[config.mk]
export PLATFORM = sky130hd
export DESIGN_NAME = pwr_state_ctrl
export DESIGN_NICKNAME = d
export VERILOG_FILES = /design/src/rtl/pwr_pkg.sv /design/src/rtl/pwr_sync.sv /design/src/rtl/pwr_fsm.sv /design/src/rtl/pwr_gate_dec.sv /design/src/rtl/pwr_state_ctrl.sv
export SDC_FILE = /design/constraint.sdc
export NUM_CORES = 1
export LEC_CHECK = 0
export BUFFER_PORTS_ARGS = -buffer_cell sky130_fd_sc_hd__buf_2
export CORE_AREA = 2 2 39 41
export CTS_CLUSTER_DIAMETER = 60
export DETAILED_ROUTE_END_ITERATION = 10
export DIE_AREA = 0 0 41 43
export PLACE_DENSITY = 0.6
export SETUP_SLACK_MARGIN = 0.5
export SLEW_MARGIN = 15
export SYNTH_ARGS = -nofsm -noshare
export SYNTH_HDL_FRONTEND = slang
export SYNTH_HIERARCHICAL = 1
export SYNTH_SLANG_ARGS = --single-unit
[constraint.sdc]
create_clock -name clk_i -period 2.5 [get_ports clk_i]
set_input_delay 0.125 -clock clk_i [delete_from_list [all_inputs] [get_ports clk_i]]
set_output_delay 0.125 -clock clk_i [all_outputs]
set_load 0.02 [all_outputs]
[src/rtl/pwr_pkg.sv]
package pwr_pkg;
  typedef enum logic [1:0] {
    PS_NORMAL    = 2'd0,
    PS_STOPGRANT = 2'd1,
    PS_SLEEP     = 2'd2
  } pwr_state_e;

  localparam int unsigned SYNC_STAGES = 2;
endpackage

[src/rtl/pwr_sync.sv]
module pwr_sync #(
  parameter int unsigned WIDTH   = 2,
  parameter int unsigned STAGES  = 2,
  parameter logic [WIDTH-1:0] RST_VAL = '1
) (
  input  logic             clk_i,
  input  logic             rst_ni,
  input  logic [WIDTH-1:0] d_i,
  output logic [WIDTH-1:0] q_o
);
  logic [STAGES-1:0][WIDTH-1:0] stg_q;

  always_ff @(posedge clk_i or negedge rst_ni) begin
    if (!rst_ni) stg_q <= {STAGES{RST_VAL}};
    else begin
      stg_q[0] <= d_i;
      for (int i = 1; i < STAGES; i++) stg_q[i] <= stg_q[i-1];
    end
  end

  assign q_o = stg_q[STAGES-1];
endmodule

[src/rtl/pwr_fsm.sv]
module pwr_fsm
  import pwr_pkg::*;
(
  input  logic       clk_i,
  input  logic       rst_ni,
  input  logic       stp_req_i,
  input  logic       slp_req_i,
  input  logic       intr_i,
  output pwr_state_e state_o,
  output logic       sg_ack_o,
  output logic       intr_pend_o,
  output logic       intr_svc_o
);
  pwr_state_e state_q, state_d;
  logic       sg_exit;

  always_comb begin
    state_d = state_q;
    unique case (state_q)
      PS_NORMAL:    if (stp_req_i) state_d = PS_STOPGRANT;
      PS_STOPGRANT: if (!stp_req_i) state_d = PS_NORMAL;
                    else if (slp_req_i) state_d = PS_SLEEP;
      PS_SLEEP:     if (!slp_req_i) state_d = PS_STOPGRANT;
      default:      state_d = PS_NORMAL;
    endcase
  end

  assign sg_exit = (state_q == PS_STOPGRANT) && !stp_req_i;

  always_ff @(posedge clk_i or negedge rst_ni) begin
    if (!rst_ni) begin
      state_q     <= PS_NORMAL;
      sg_ack_o    <= 1'b0;
      intr_pend_o <= 1'b0;
      intr_svc_o  <= 1'b0;
    end else begin
      state_q    <= state_d;
      sg_ack_o   <= (state_q == PS_NORMAL) && stp_req_i;
      intr_svc_o <= sg_exit && (intr_pend_o || intr_i);
      if (sg_exit || state_q == PS_NORMAL) intr_pend_o <= 1'b0;
      else if (state_q == PS_STOPGRANT && intr_i) intr_pend_o <= 1'b1;
    end
  end

  assign state_o = state_q;

  assert_ack_from_normal_R3: assert property (@(posedge clk_i) disable iff (!rst_ni)
    sg_ack_o |-> $past(state_q == PS_NORMAL) && state_q == PS_STOPGRANT);
  assert_ack_single_R3: assert property (@(posedge clk_i) disable iff (!rst_ni)
    sg_ack_o |=> !sg_ack_o);
  assert_sleep_no_wake_R6: assert property (@(posedge clk_i) disable iff (!rst_ni)
    state_q == PS_SLEEP |=> state_q != PS_NORMAL);
  assert_sleep_no_latch_R7: assert property (@(posedge clk_i) disable iff (!rst_ni)
    (state_q == PS_SLEEP && !intr_pend_o) |=> !intr_pend_o);
  assert_svc_on_exit_R9: assert property (@(posedge clk_i) disable iff (!rst_ni)
    intr_svc_o |-> $past(state_q == PS_STOPGRANT) && state_q == PS_NORMAL && !intr_pend_o);
endmodule

[src/rtl/pwr_gate_dec.sv]
module pwr_gate_dec
  import pwr_pkg::*;
(
  input  pwr_state_e state_i,
  output logic       core_en_o,
  output logic       bus_en_o,
  output logic       intc_en_o,
  output logic       snoop_en_o,
  output logic       intr_en_o
);
  logic awake;
  assign awake      = (state_i != PS_SLEEP);
  assign core_en_o  = (state_i == PS_NORMAL);
  assign bus_en_o   = awake;
  assign intc_en_o  = awake;
  assign snoop_en_o = awake;
  assign intr_en_o  = awake;
endmodule

[src/rtl/pwr_state_ctrl.sv]
module pwr_state_ctrl
  import pwr_pkg::*;
(
  input  logic clk_i,
  input  logic rst_ni,
  input  logic stpclk_ni,
  input  logic slp_ni,
  input  logic intr_i,
  output logic core_clk_en_o,
  output logic bus_clk_en_o,
  output logic intc_clk_en_o,
  output logic pll_alive_o,
  output logic snoop_en_o,
  output logic intr_en_o,
  output logic intr_pend_o,
  output logic sg_ack_o,
  output logic intr_svc_o
);
  logic [1:0] req_n_sync;
  pwr_state_e state;

  pwr_sync #(.WIDTH(2), .STAGES(SYNC_STAGES), .RST_VAL(2'b11)) u_sync (
    .clk_i, .rst_ni, .d_i({stpclk_ni, slp_ni}), .q_o(req_n_sync)
  );

  pwr_fsm u_fsm (
    .clk_i, .rst_ni,
    .stp_req_i  (!req_n_sync[1]),
    .slp_req_i  (!req_n_sync[0]),
    .intr_i,
    .state_o    (state),
    .sg_ack_o,
    .intr_pend_o,
    .intr_svc_o
  );

  pwr_gate_dec u_dec (
    .state_i   (state),
    .core_en_o (core_clk_en_o),
    .bus_en_o  (bus_clk_en_o),
    .intc_en_o (intc_clk_en_o),
    .snoop_en_o,
    .intr_en_o
  );

  assign pll_alive_o = 1'b1;

  assert_sg_bus_alive_R2: assert property (@(posedge clk_i) disable iff (!rst_ni)
    !core_clk_en_o && sg_ack_o |-> bus_clk_en_o && intc_clk_en_o && snoop_en_o);
endmodule

==> results.md <==
- Drt first pass iters: 4
- Reg clk slew, reported paths: ~0.06 ns
- Flop pwr share: 0.497
- Worst vdd ir: 0.343 mV
- CTS Sinks: 9
- Detailed Place HPWL: between 300 and 400 microns
- Final worst path period need: roughly 1.2 ns
- CTS H-Tree Depth: 1
- Leak Pwr: 0.225 nW
- Total CTS buffers: 3
- Row count: 14
- Final Cycle Share: 0.476
- Cell count after synthesis: 32
- Vias in the first global route: 210
- Crit Path Max Fanout: 7
- CTS tree: yes
- Via/cell ratio: slightly below 4
- Starting DRC count in detailed routing: 2
- Class of the most critical setup path: register to output pin
- Via Count: 241
- Net count after synthesis: 37
- Syn_area_per_cell: 11.7 sq um
- RSZ-0062 raised after global routing: no
- Post-route antenna net violation count: 0
- Setup violators final: 0
- Area growth syn-to-layout: 24.4%
- Setup TNS: 0 ns
- Synthesis warning total: 6
- Worst endpoint data arrival time: 1.06 ns
- Worst min-delay path class: primary input to register
- Cell Area, Synth: 374 sq um
- Remaining DRCs: 0
- Area of the multi-input gates: 87.6 sq um
- Average wire per standard cell: between 8 and 9 microns
- Pint: 0.000250 W
- Fillers: 150
- Diodes inserted: 0
- Layout Nets: 51
- Clock tree buffer depth: 2
- Yosys cell types: 15
- Logic gate share of total power: 0.189
- Register area: 230 sq um
- Post-CTS Resized: 0
- Routed wire length: between 500 and 600 microns
- Status: finished, final reports clean
- Share of cells above drive strength 1: 0.467
- Port buffer count: 12
- Ports: 14
- Chip width: slightly above 40 microns
- CTS root buf: clkbuf_4
- Min Hold Slack: 0.125 ns
- Largest net degree at the start of global routing: 10
- P per Cell Area: between 700 and 800 nW/um^2
- Die Y: 43 microns
- Synth Register Bits: 9
- Sequential share of the synthesized area: 0.615
- Core Region: 1380 sq um
- Switch share: 0.274
- Critical Path RT: 2.38 ns
- Max Slew Vio Count: 0
- Total die area: 1760 sq um
- Sw Pwr: 0.0000942 W
- Clock power frac: 0.314
- Initial Utilization: 0.270
- Total GRT Usage: 0.0760
- Global-route wire length before repair: 828 microns
- Setup crit start kind: register
- Layout Skew: 0.00569 ns
- CP Capture Type: output pin
- RePlAce Congestion: 0.657
- Clock Latency Late Sink: around 0.25 ns
- Grt total ovfl: 0
- Initial antenna violation count: 0
- Fmax: 0.841 GHz
- MaxCap Viol Count: 0
- Final Hold Fails: 0
## final timing paths
| check | from | to | slack (ns) | depth (start not counted) |
|---|---|---|---|---|
| worst min-delay path | intr_i | u_fsm/intr_pend_o$_DFFE_PN0P_ | 0.13 | 3 |
| min in group asynchronous | rst_ni | u_fsm/intr_svc_o$_DFF_PN0_ | 0.24 | 2 |
| worst max register to register | u_sync/q_o[1]$_DFF_PN1_ | u_fsm/intr_svc_o$_DFF_PN0_ | 1.50 | 2 |
| max in group asynchronous | rst_ni | u_sync/stg_q[0]$_DFF_PN1_ | 2.01 | 2 |
| worst min register to register | u_sync/stg_q[1]$_DFF_PN1_ | u_sync/q_o[1]$_DFF_PN1_ | 0.35 | 0 |
| worst max-delay path | u_fsm/state_o[0]$_DFFE_PN0P_ | intc_clk_en_o | 1.31 | 2 |
## Yosys cell counts
cell type,number,area share
dfstp_2,4,0.28
and2_1,1,0.017
nand2b_4,1,0.037
o21a_1,1,0.020
nand2b_1,1,0.017
mux2i_1,1,0.027
nor4b_1,1,0.023
conb_1,1,0.010
buf_4,6,0.12
dfrtp_1,5,0.33
inv_2,1,0.010
a21oi_1,2,0.027
inv_1,2,0.020
o22ai_1,1,0.017
nor2_1,4,0.040
## flip-flops by register name, indices dropped and copies added (netlist names)
name	count
u_sync/stg_q	2
u_fsm/intr_pend_o	1
u_fsm/state_o	2
u_sync/q_o	2
u_fsm/intr_svc_o	1
u_fsm/sg_ack_o	1
## repair_timing
item | CTS | global route
setup buffers | 0 | 0
hold buffers | 3 | 0
hold endpoints to repair | 11 | 0
setup endpoints to repair | 0 | 0
## layout make-up
type	count	share of cell area
sequential	9	0.495
timing repair buffer	15	0.194
multi-input combinational	14	0.188
clock buffer	4	0.0565
tap	16	0.0430
inverter	3	0.0242
## power groups by stage
stage / Sequential [W] / Clock, W / Combinational (W)
5_1_grt: 0.000173 / 0.000126 / 0.0000724
4_1_cts: 0.000171 / 0.000115 / 0.0000661
3_3_place_gp: 0.000173 / 0 / 0.0000614
3_5_place_dp: 0.000174 / 0 / 0.0000622
6_report: 0.000171 / 0.000108 / 0.0000650
2_1_floorplan: 0.000179 / 0 / 0.0000425
## per-stage QoR
step / setup WS, ns / utilization / cells / cell area (sq um) / power (W)
floorplan: 1.46 / - / 32 / 374 / 0.000222
global placement: 1.52 / 0.296 / 54 / 409 / 0.000235
detailed placement: 1.51 / 0.296 / 54 / 409 / 0.000236
CTS: 1.29 / 0.336 / 61 / 465 / 0.000353
global route: 1.21 / 0.336 / 61 / 465 / 0.000372
finish: 1.31 / 0.336 / 61 / 465 / 0.000344
## metal layers
layer	vias up	wire length (microns)	track usage
met3	0	73	0.0942
li1	119	-	-
met5	-	0	0
met4	0	0	0
met1	108	230	0.0795
met2	14	217	0.103
## kinds of logic after synthesis
family / count (synthesis) / synth area share
AOI/OAI and AO/OA: 4 / 0.0636
other: 1 / 0.0100
and+or+nand+nor: 8 / 0.134
DFF: 9 / 0.615
muxes: 1 / 0.0268
buffers and inverters: 9 / 0.150
## cell usage in the layout (no fill, tap or decap), types with 2 or more instances in the layout
cell type      Yosys  routed
buf_2              0      12
dfrtp_1            5       5
nor2_1             4       4
dfstp_2            4       4
clkbuf_4           0       3
dlygate4sd3_1      0       3
inv_1              2       2
a21oi_1            2       2
## worst max-delay path: stages, from the launching register on
cell      delay, ns
dfrtp_1        0.44
nand2b_1       0.20
buf_2          0.17
Note: power is estimated with default switching activity, not from simulation.
